File: config.mk
export PLATFORM = sky130hd
export DESIGN_NAME = rmap_table
export DESIGN_NICKNAME = d
export VERILOG_FILES = /design/src/rtl/rmap_pkg.sv /design/src/rtl/rmap_entry.sv /design/src/rtl/rmap_ckpt_ctl.sv /design/src/rtl/rmap_table.sv
export SDC_FILE = /design/constraint.sdc
export NUM_CORES = 1
export LEC_CHECK = 0
export ABC_AREA = 1
export BUFFER_PORTS_ARGS = -buffer_cell sky130_fd_sc_hd__buf_2
export CAP_MARGIN = 20
export CORE_MARGIN = 3
export CORE_UTILIZATION = 35
export DETAILED_ROUTE_END_ITERATION = 10
export GPL_TIMING_DRIVEN = 1
export PLACE_DENSITY_LB_ADDON = 0.08
export SLEW_MARGIN = 5
export SYNTH_ARGS = -nofsm -noshare
export SYNTH_HDL_FRONTEND = slang
export SYNTH_SLANG_ARGS = --single-unit
File: constraint.sdc
create_clock -name clk -period 5.3 [get_ports clk]
set_clock_uncertainty 0.2 [all_clocks]
set_input_delay 0.53 -clock clk [delete_from_list [all_inputs] [get_ports clk]]
set_output_delay 0.53 -clock clk [all_outputs]
set_load 0.05 [all_outputs]
File: src/rtl/rmap_pkg.sv
package rmap_pkg;
    // Per-entry operation issued by the slot controller
    typedef enum logic [1:0] {
        CELL_HOLD = 2'd0,
        CELL_SNAP = 2'd1,
        CELL_LOAD = 2'd2
    } cell_op_e;
endpackage

File: src/rtl/rmap_entry.sv
module rmap_entry
    import rmap_pkg::*;
#(
    parameter int AW = 6,
    parameter int NCKPT = 4,
    parameter int SW = (NCKPT > 1) ? $clog2(NCKPT) : 1,
    parameter logic [AW-1:0] RST_VAL = '0
) (
    input  logic          clk,
    input  logic          rst_n,
    input  logic          wr_en,
    input  logic [AW-1:0] wr_data,
    input  cell_op_e      op,
    input  logic [SW-1:0] slot,
    output logic [AW-1:0] live
);
    typedef struct packed {
        logic [AW-1:0]             live;
        logic [NCKPT-1:0][AW-1:0]  shadow;
    } entry_t;

    entry_t st_d, st_q;

    always_comb begin
        st_d = st_q;
        unique case (op)
            CELL_LOAD: st_d.live = st_q.shadow[slot];
            CELL_SNAP: begin
                st_d.shadow[slot] = st_q.live;
                if (wr_en) st_d.live = wr_data;
            end
            default: if (wr_en) st_d.live = wr_data;
        endcase
    end

    always_ff @(posedge clk) begin
        if (!rst_n) begin
            st_q.live   <= RST_VAL;
            st_q.shadow <= '0;
        end else begin
            st_q <= st_d;
        end
    end

    assign live = st_q.live;


    load_copy_chk: assert property (@(posedge clk) disable iff (!rst_n)
        op == CELL_LOAD |=> live == $past(st_q.shadow[slot]));

    snap_copy_chk: assert property (@(posedge clk) disable iff (!rst_n)
        op == CELL_SNAP |=> st_q.shadow[$past(slot)] == $past(live));

    hold_live_chk: assert property (@(posedge clk) disable iff (!rst_n)
        (op != CELL_LOAD && !wr_en) |=> $stable(live));
endmodule

File: src/rtl/rmap_ckpt_ctl.sv
module rmap_ckpt_ctl
    import rmap_pkg::*;
#(
    parameter int NCKPT = 4,
    parameter int SW = (NCKPT > 1) ? $clog2(NCKPT) : 1
) (
    input  logic          clk,
    input  logic          rst_n,
    input  logic          save_req,
    input  logic          restore_req,
    input  logic [SW-1:0] restore_tag,
    input  logic          release_req,
    input  logic [SW-1:0] release_tag,
    output logic          save_ack,
    output logic [SW-1:0] save_tag,
    output logic          stall,
    output cell_op_e      cell_op,
    output logic [SW-1:0] cell_slot
);
    // older[i][j] set: slot i was saved before slot j
    typedef struct packed {
        logic [NCKPT-1:0]             valid;
        logic [NCKPT-1:0][NCKPT-1:0]  older;
    } ctl_t;

    ctl_t st_d, st_q;
    logic [SW-1:0] free_idx;
    logic          rel_fire;

    always_comb begin
        free_idx = '0;
        for (int k = NCKPT - 1; k >= 0; k--) begin
            if (!st_q.valid[k]) free_idx = SW'(k);
        end
    end

    assign stall    = &st_q.valid;
    assign save_ack = save_req && !stall && !restore_req;
    assign save_tag = free_idx;
    assign rel_fire = release_req && !restore_req;

    always_comb begin
        st_d = st_q;
        if (restore_req) begin
            for (int j = 0; j < NCKPT; j++) begin
                if (st_q.older[restore_tag][j]) st_d.valid[j] = 1'b0;
            end
            st_d.valid[restore_tag] = 1'b0;
        end else begin
            if (rel_fire) st_d.valid[release_tag] = 1'b0;
            if (save_ack) begin
                for (int j = 0; j < NCKPT; j++) begin
                    st_d.older[j][free_idx] = st_q.valid[j];
                    st_d.older[free_idx][j] = 1'b0;
                end
                st_d.valid[free_idx] = 1'b1;
            end
        end
    end

    always_comb begin
        cell_op   = CELL_HOLD;
        cell_slot = free_idx;
        if (restore_req) begin
            cell_op   = CELL_LOAD;
            cell_slot = restore_tag;
        end else if (save_ack) begin
            cell_op   = CELL_SNAP;
        end
    end

    always_ff @(posedge clk) begin
        if (!rst_n) begin
            st_q.valid <= '0;
            st_q.older <= '0;
        end else begin
            st_q <= st_d;
        end
    end


    save_takes_slot_chk: assert property (@(posedge clk) disable iff (!rst_n)
        save_ack |=> st_q.valid[$past(save_tag)]);

    restore_frees_chk: assert property (@(posedge clk) disable iff (!rst_n)
        restore_req |=> !st_q.valid[$past(restore_tag)]);

    release_frees_chk: assert property (@(posedge clk) disable iff (!rst_n)
        (release_req && !restore_req) |=> !st_q.valid[$past(release_tag)]);

    restore_tag_live_chk: assert property (@(posedge clk) disable iff (!rst_n)
        restore_req |-> st_q.valid[restore_tag]);

    release_tag_live_chk: assert property (@(posedge clk) disable iff (!rst_n)
        release_req |-> st_q.valid[release_tag]);

    stall_no_grab_chk: assert property (@(posedge clk) disable iff (!rst_n)
        (stall && !release_req && !restore_req) |=> stall);
endmodule

File: src/rtl/rmap_table.sv
module rmap_table
    import rmap_pkg::*;
#(
    parameter int NPHYS = 16,
    parameter int AW = 6,
    parameter int NCKPT = 4,
    localparam int PW = (NPHYS > 1) ? $clog2(NPHYS) : 1,
    localparam int SW = (NCKPT > 1) ? $clog2(NCKPT) : 1
) (
    input  logic          clk,
    input  logic          rst_n,
    input  logic          upd_en,
    input  logic [PW-1:0] upd_preg,
    input  logic [AW-1:0] upd_areg,
    input  logic [PW-1:0] lk_preg,
    output logic [AW-1:0] lk_areg,
    input  logic          save_req,
    output logic          save_ack,
    output logic [SW-1:0] save_tag,
    output logic          stall,
    input  logic          restore_req,
    input  logic [SW-1:0] restore_tag,
    input  logic          release_req,
    input  logic [SW-1:0] release_tag
);
    cell_op_e      cell_op;
    logic [SW-1:0] cell_slot;
    logic [AW-1:0] live_arr [NPHYS];

    rmap_ckpt_ctl #(.NCKPT(NCKPT), .SW(SW)) u_ctl (
        .clk        (clk),
        .rst_n      (rst_n),
        .save_req   (save_req),
        .restore_req(restore_req),
        .restore_tag(restore_tag),
        .release_req(release_req),
        .release_tag(release_tag),
        .save_ack   (save_ack),
        .save_tag   (save_tag),
        .stall      (stall),
        .cell_op    (cell_op),
        .cell_slot  (cell_slot)
    );

    for (genvar i = 0; i < NPHYS; i++) begin : g_entry
        logic wr_hit;
        assign wr_hit = upd_en && (upd_preg == PW'(i));
        rmap_entry #(
            .AW(AW), .NCKPT(NCKPT), .SW(SW), .RST_VAL(AW'(i))
        ) u_entry (
            .clk    (clk),
            .rst_n  (rst_n),
            .wr_en  (wr_hit),
            .wr_data(upd_areg),
            .op     (cell_op),
            .slot   (cell_slot),
            .live   (live_arr[i])
        );
    end

    assign lk_areg = live_arr[lk_preg];


    restore_no_ack_chk: assert property (@(posedge clk) disable iff (!rst_n)
        restore_req |-> !save_ack);
endmodule

==> impl_metrics.ini <==
[placed_design]
post-place-ws_ns = 1.337
port_buffers = 33
dp_hpwl_mm = 44.71
gp_congestion = 0.8039
placed_area_um2 = 23010

[sta]
slew_viol_final = 0
max_slew.worst_pin.slew_ns = 1.141
setup_ws_ns = 1.726
tns_ns = 0
timing.fmax_ghz = 0.2798
hold_viol = 0
whs_ns = 0.1028
timing.final.crit_period_ns = 3.574
rsz0062_at_grt = no
finalCritPeriodShare_pct = 67.43
max_slew_margin_pct = 23.96
setup_viol = 0

[routing]
met3_length_mm = 5.114
route.detailed.wl_per_inst_um = 20.11
ant_nets = 0
met1_length_mm = 37.57
finalWirelength_mm = 83.38
drt_iter0_drc = 1764
route.met2.wl_mm = 38.42
dr.pass1.iters = 5
vias = 21820
drc = 0
highest-signal-layer = met4
via_per_inst = 5.263

[power]
ir_drop_uv = 257.3
p_leak_nw = 9.793
p_per_area_nw_per_um2 = 358.0

[clocking]
cts_tree = done
clkSlewWorstSetupHoldPaths_ns = 0.06
cts_setup_buffers = 0
clk_latency_ns = 0.62
cts_resized = 0
hold_buffers = 0
clkSinkCount = 496
h-tree-depth = 2
clockBufferDepth = 3
cts_buffers = 58
cts_root_buf = clkbuf_16

[synthesis]
ys_ff_latch = 496
yosysWarnings = 0
synth_area_per_cell_um2 = 6.616
ys_seq_area_share_pct = 44.41
synthDistinctLibCells = 30
synth-async-reset-ratio_pct = 0
postSynthCellCount = 3379
ys_top_cells_by_area = dfxtp_1 (44%), nand2_1 (21%), a21oi_1 (10%)
synth_edf_count = 0
yosys.area.top_type_share_pct = 44.41
synthesis.nets = 3403
synth_area_leader_cell = dfxtp_1
ys_dominant_reg_cell = dfxtp_1
netlist_area_um2 = 22360

[final_layout]
design_area_um2 = 25000
utilization_pct = 39.64
area_growth_pct = 11.84
fill_cells = 6736
regArea_um2 = 9930
multi_input_area_um2 = 10790
diodes = 0
drive_gt1_share_pct = 5.604
final_nets = 3282

[global_route]
grt_start_max_net_pins = 203
globalRouteTotalUtil_pct = 24.62
grt_antenna_before_repair = 2
grt_pass1_vias = 20800
grt_first_pass_wirelength_mm = 128.7
grt-ovfl-total = 0

[floorplanning]
fp-row-count = 92
die_w_um = 258.7
initial_utilization_pct = 35.44
core_um2 = 63080
die_area_um2 = 66940
io_pins = 34
die_y_um = 258.7

[run]
maxCapViolCount = 0

[setup_path]
cp_data_required_time_ns = 4.57
rr_endpoint = g_entry[1].u_entry.st_q[2]$_SDFFE_PN0P_
start_kind = input port
cp_max_fo = 14
crit_path_end_kind = primary output
cp.arrival_ns = 2.84
worstSetupPathType = in2out
reg2reg_slack_ns = 2.01
crit_path_end = lk_areg[1]
crit_start = lk_preg[1]
r2r_start = u_ctl.st_q[19]$_SDFF_PN0_
reg2reg_depth = 8

[status]
status = completed

[hold_path]
min_path_type = in2reg
==> through the flow <==
stage               instances  total power, mW
floorplan                3379            4.495
global placement         4044            4.823
detailed placement       4044            4.831
CTS                      4147            9.042
global route             4147            9.265
finish                   4147            8.951
==> kinds of logic (layout without fill, tap and decap cells) <==
kind of cell	Yosys count	after routing	share of synthesized area [%]
DFF	496	496	44.41
and+or+nand+nor	1632	1632	28.60
AOI/OAI and AO/OA	820	820	18.78
muxes	10	10	0.4477
buffers and inverters	421	343	7.751
==> report_power, final <==
part / total, mW / switching (mW) / internal, mW
Clock: 4.20 / 1.63 / 2.57
Sequential: 3.95 / 0.107 / 3.84
Combinational: 0.802 / 0.621 / 0.181
==> worst max-delay path: stages <==
cell and delay, ns:
buf_2 0.25, inv_1 0.33, buf_4 0.31, o21ai_0 0.11
o21ai_0 0.49, o221ai_1 0.20, nand2_1 0.28, buf_2 0.33
==> area by class of cell <==
type / count / area share [%]
Clock buffer: 91 / 7.116
Sequential cell: 496 / 39.71
Multi-Input combinational cell: 2462 / 43.15
Timing Repair Buffer: 72 / 2.367
Tap cell: 846 / 4.234
Clock inverter: 12 / 0.8407
Inverter: 168 / 2.577
==> cell usage after synthesis, types with 5 or more instances <==
| master | number |
|---|---|
| clkbuf_1 | 145 |
| o221ai_1 | 6 |
| buf_4 | 15 |
| nand3_1 | 178 |
| mux2i_1 | 10 |
| buf_1 | 16 |
| o211ai_1 | 14 |
| nand2_1 | 1263 |
| nor3_1 | 5 |
| o22ai_1 | 8 |
| inv_1 | 158 |
| dfxtp_1 | 496 |
| o21ai_0 | 333 |
| buf_2 | 77 |
| a21oi_1 | 448 |
| inv_2 | 9 |
| nor2_1 | 178 |
==> per-layer routing <==
metal | track usage (%) | up-vias
met3 | 3.645 | 131
met1 | 32.87 | 10360
met5 | 0 | -
li1 | - | 10670
met4 | 7.736 | 0
met2 | 40.98 | 663
==> cells in the final DEF, fill, tap and decap left out, drive strengths merged, types with 10 or more instances in the layout <==
master	count
nor2	179
clkbuf	91
o211ai	14
inv	166
buf	72
dfxtp	496
nand3	181
o21ai	334
a21oi	448
nand2	1265
mux2i	10
==> worst min-delay path by stage <==
stage / from / to / cells after the start
after CTS: save_req / u_ctl.st_q[11]$_SDFFE_PN0P_ / 4
after detailed placement: g_entry[1].u_entry.st_q[18]$_SDFFE_PN0P_ / g_entry[1].u_entry.st_q[18]$_SDFFE_PN0P_ / 2
final: save_req / u_ctl.st_q[11]$_SDFFE_PN0P_ / 4
after floorplan: g_entry[10].u_entry.st_q[19]$_SDFFE_PN0P_ / g_entry[10].u_entry.st_q[19]$_SDFFE_PN0P_ / 2
after global routing: save_req / u_ctl.st_q[14]$_SDFFE_PN0P_ / 4
after global placement: g_entry[4].u_entry.st_q[20]$_SDFFE_PN0P_ / g_entry[4].u_entry.st_q[20]$_SDFFE_PN0P_ / 2
==> state kept, by name, summed over array words and instances (netlist names) <==
name                  cells
g_entry.u_entry.st_q    384
g_entry.u_entry.live     96
u_ctl.st_q               16
Power figures use the tool's default switching activity.
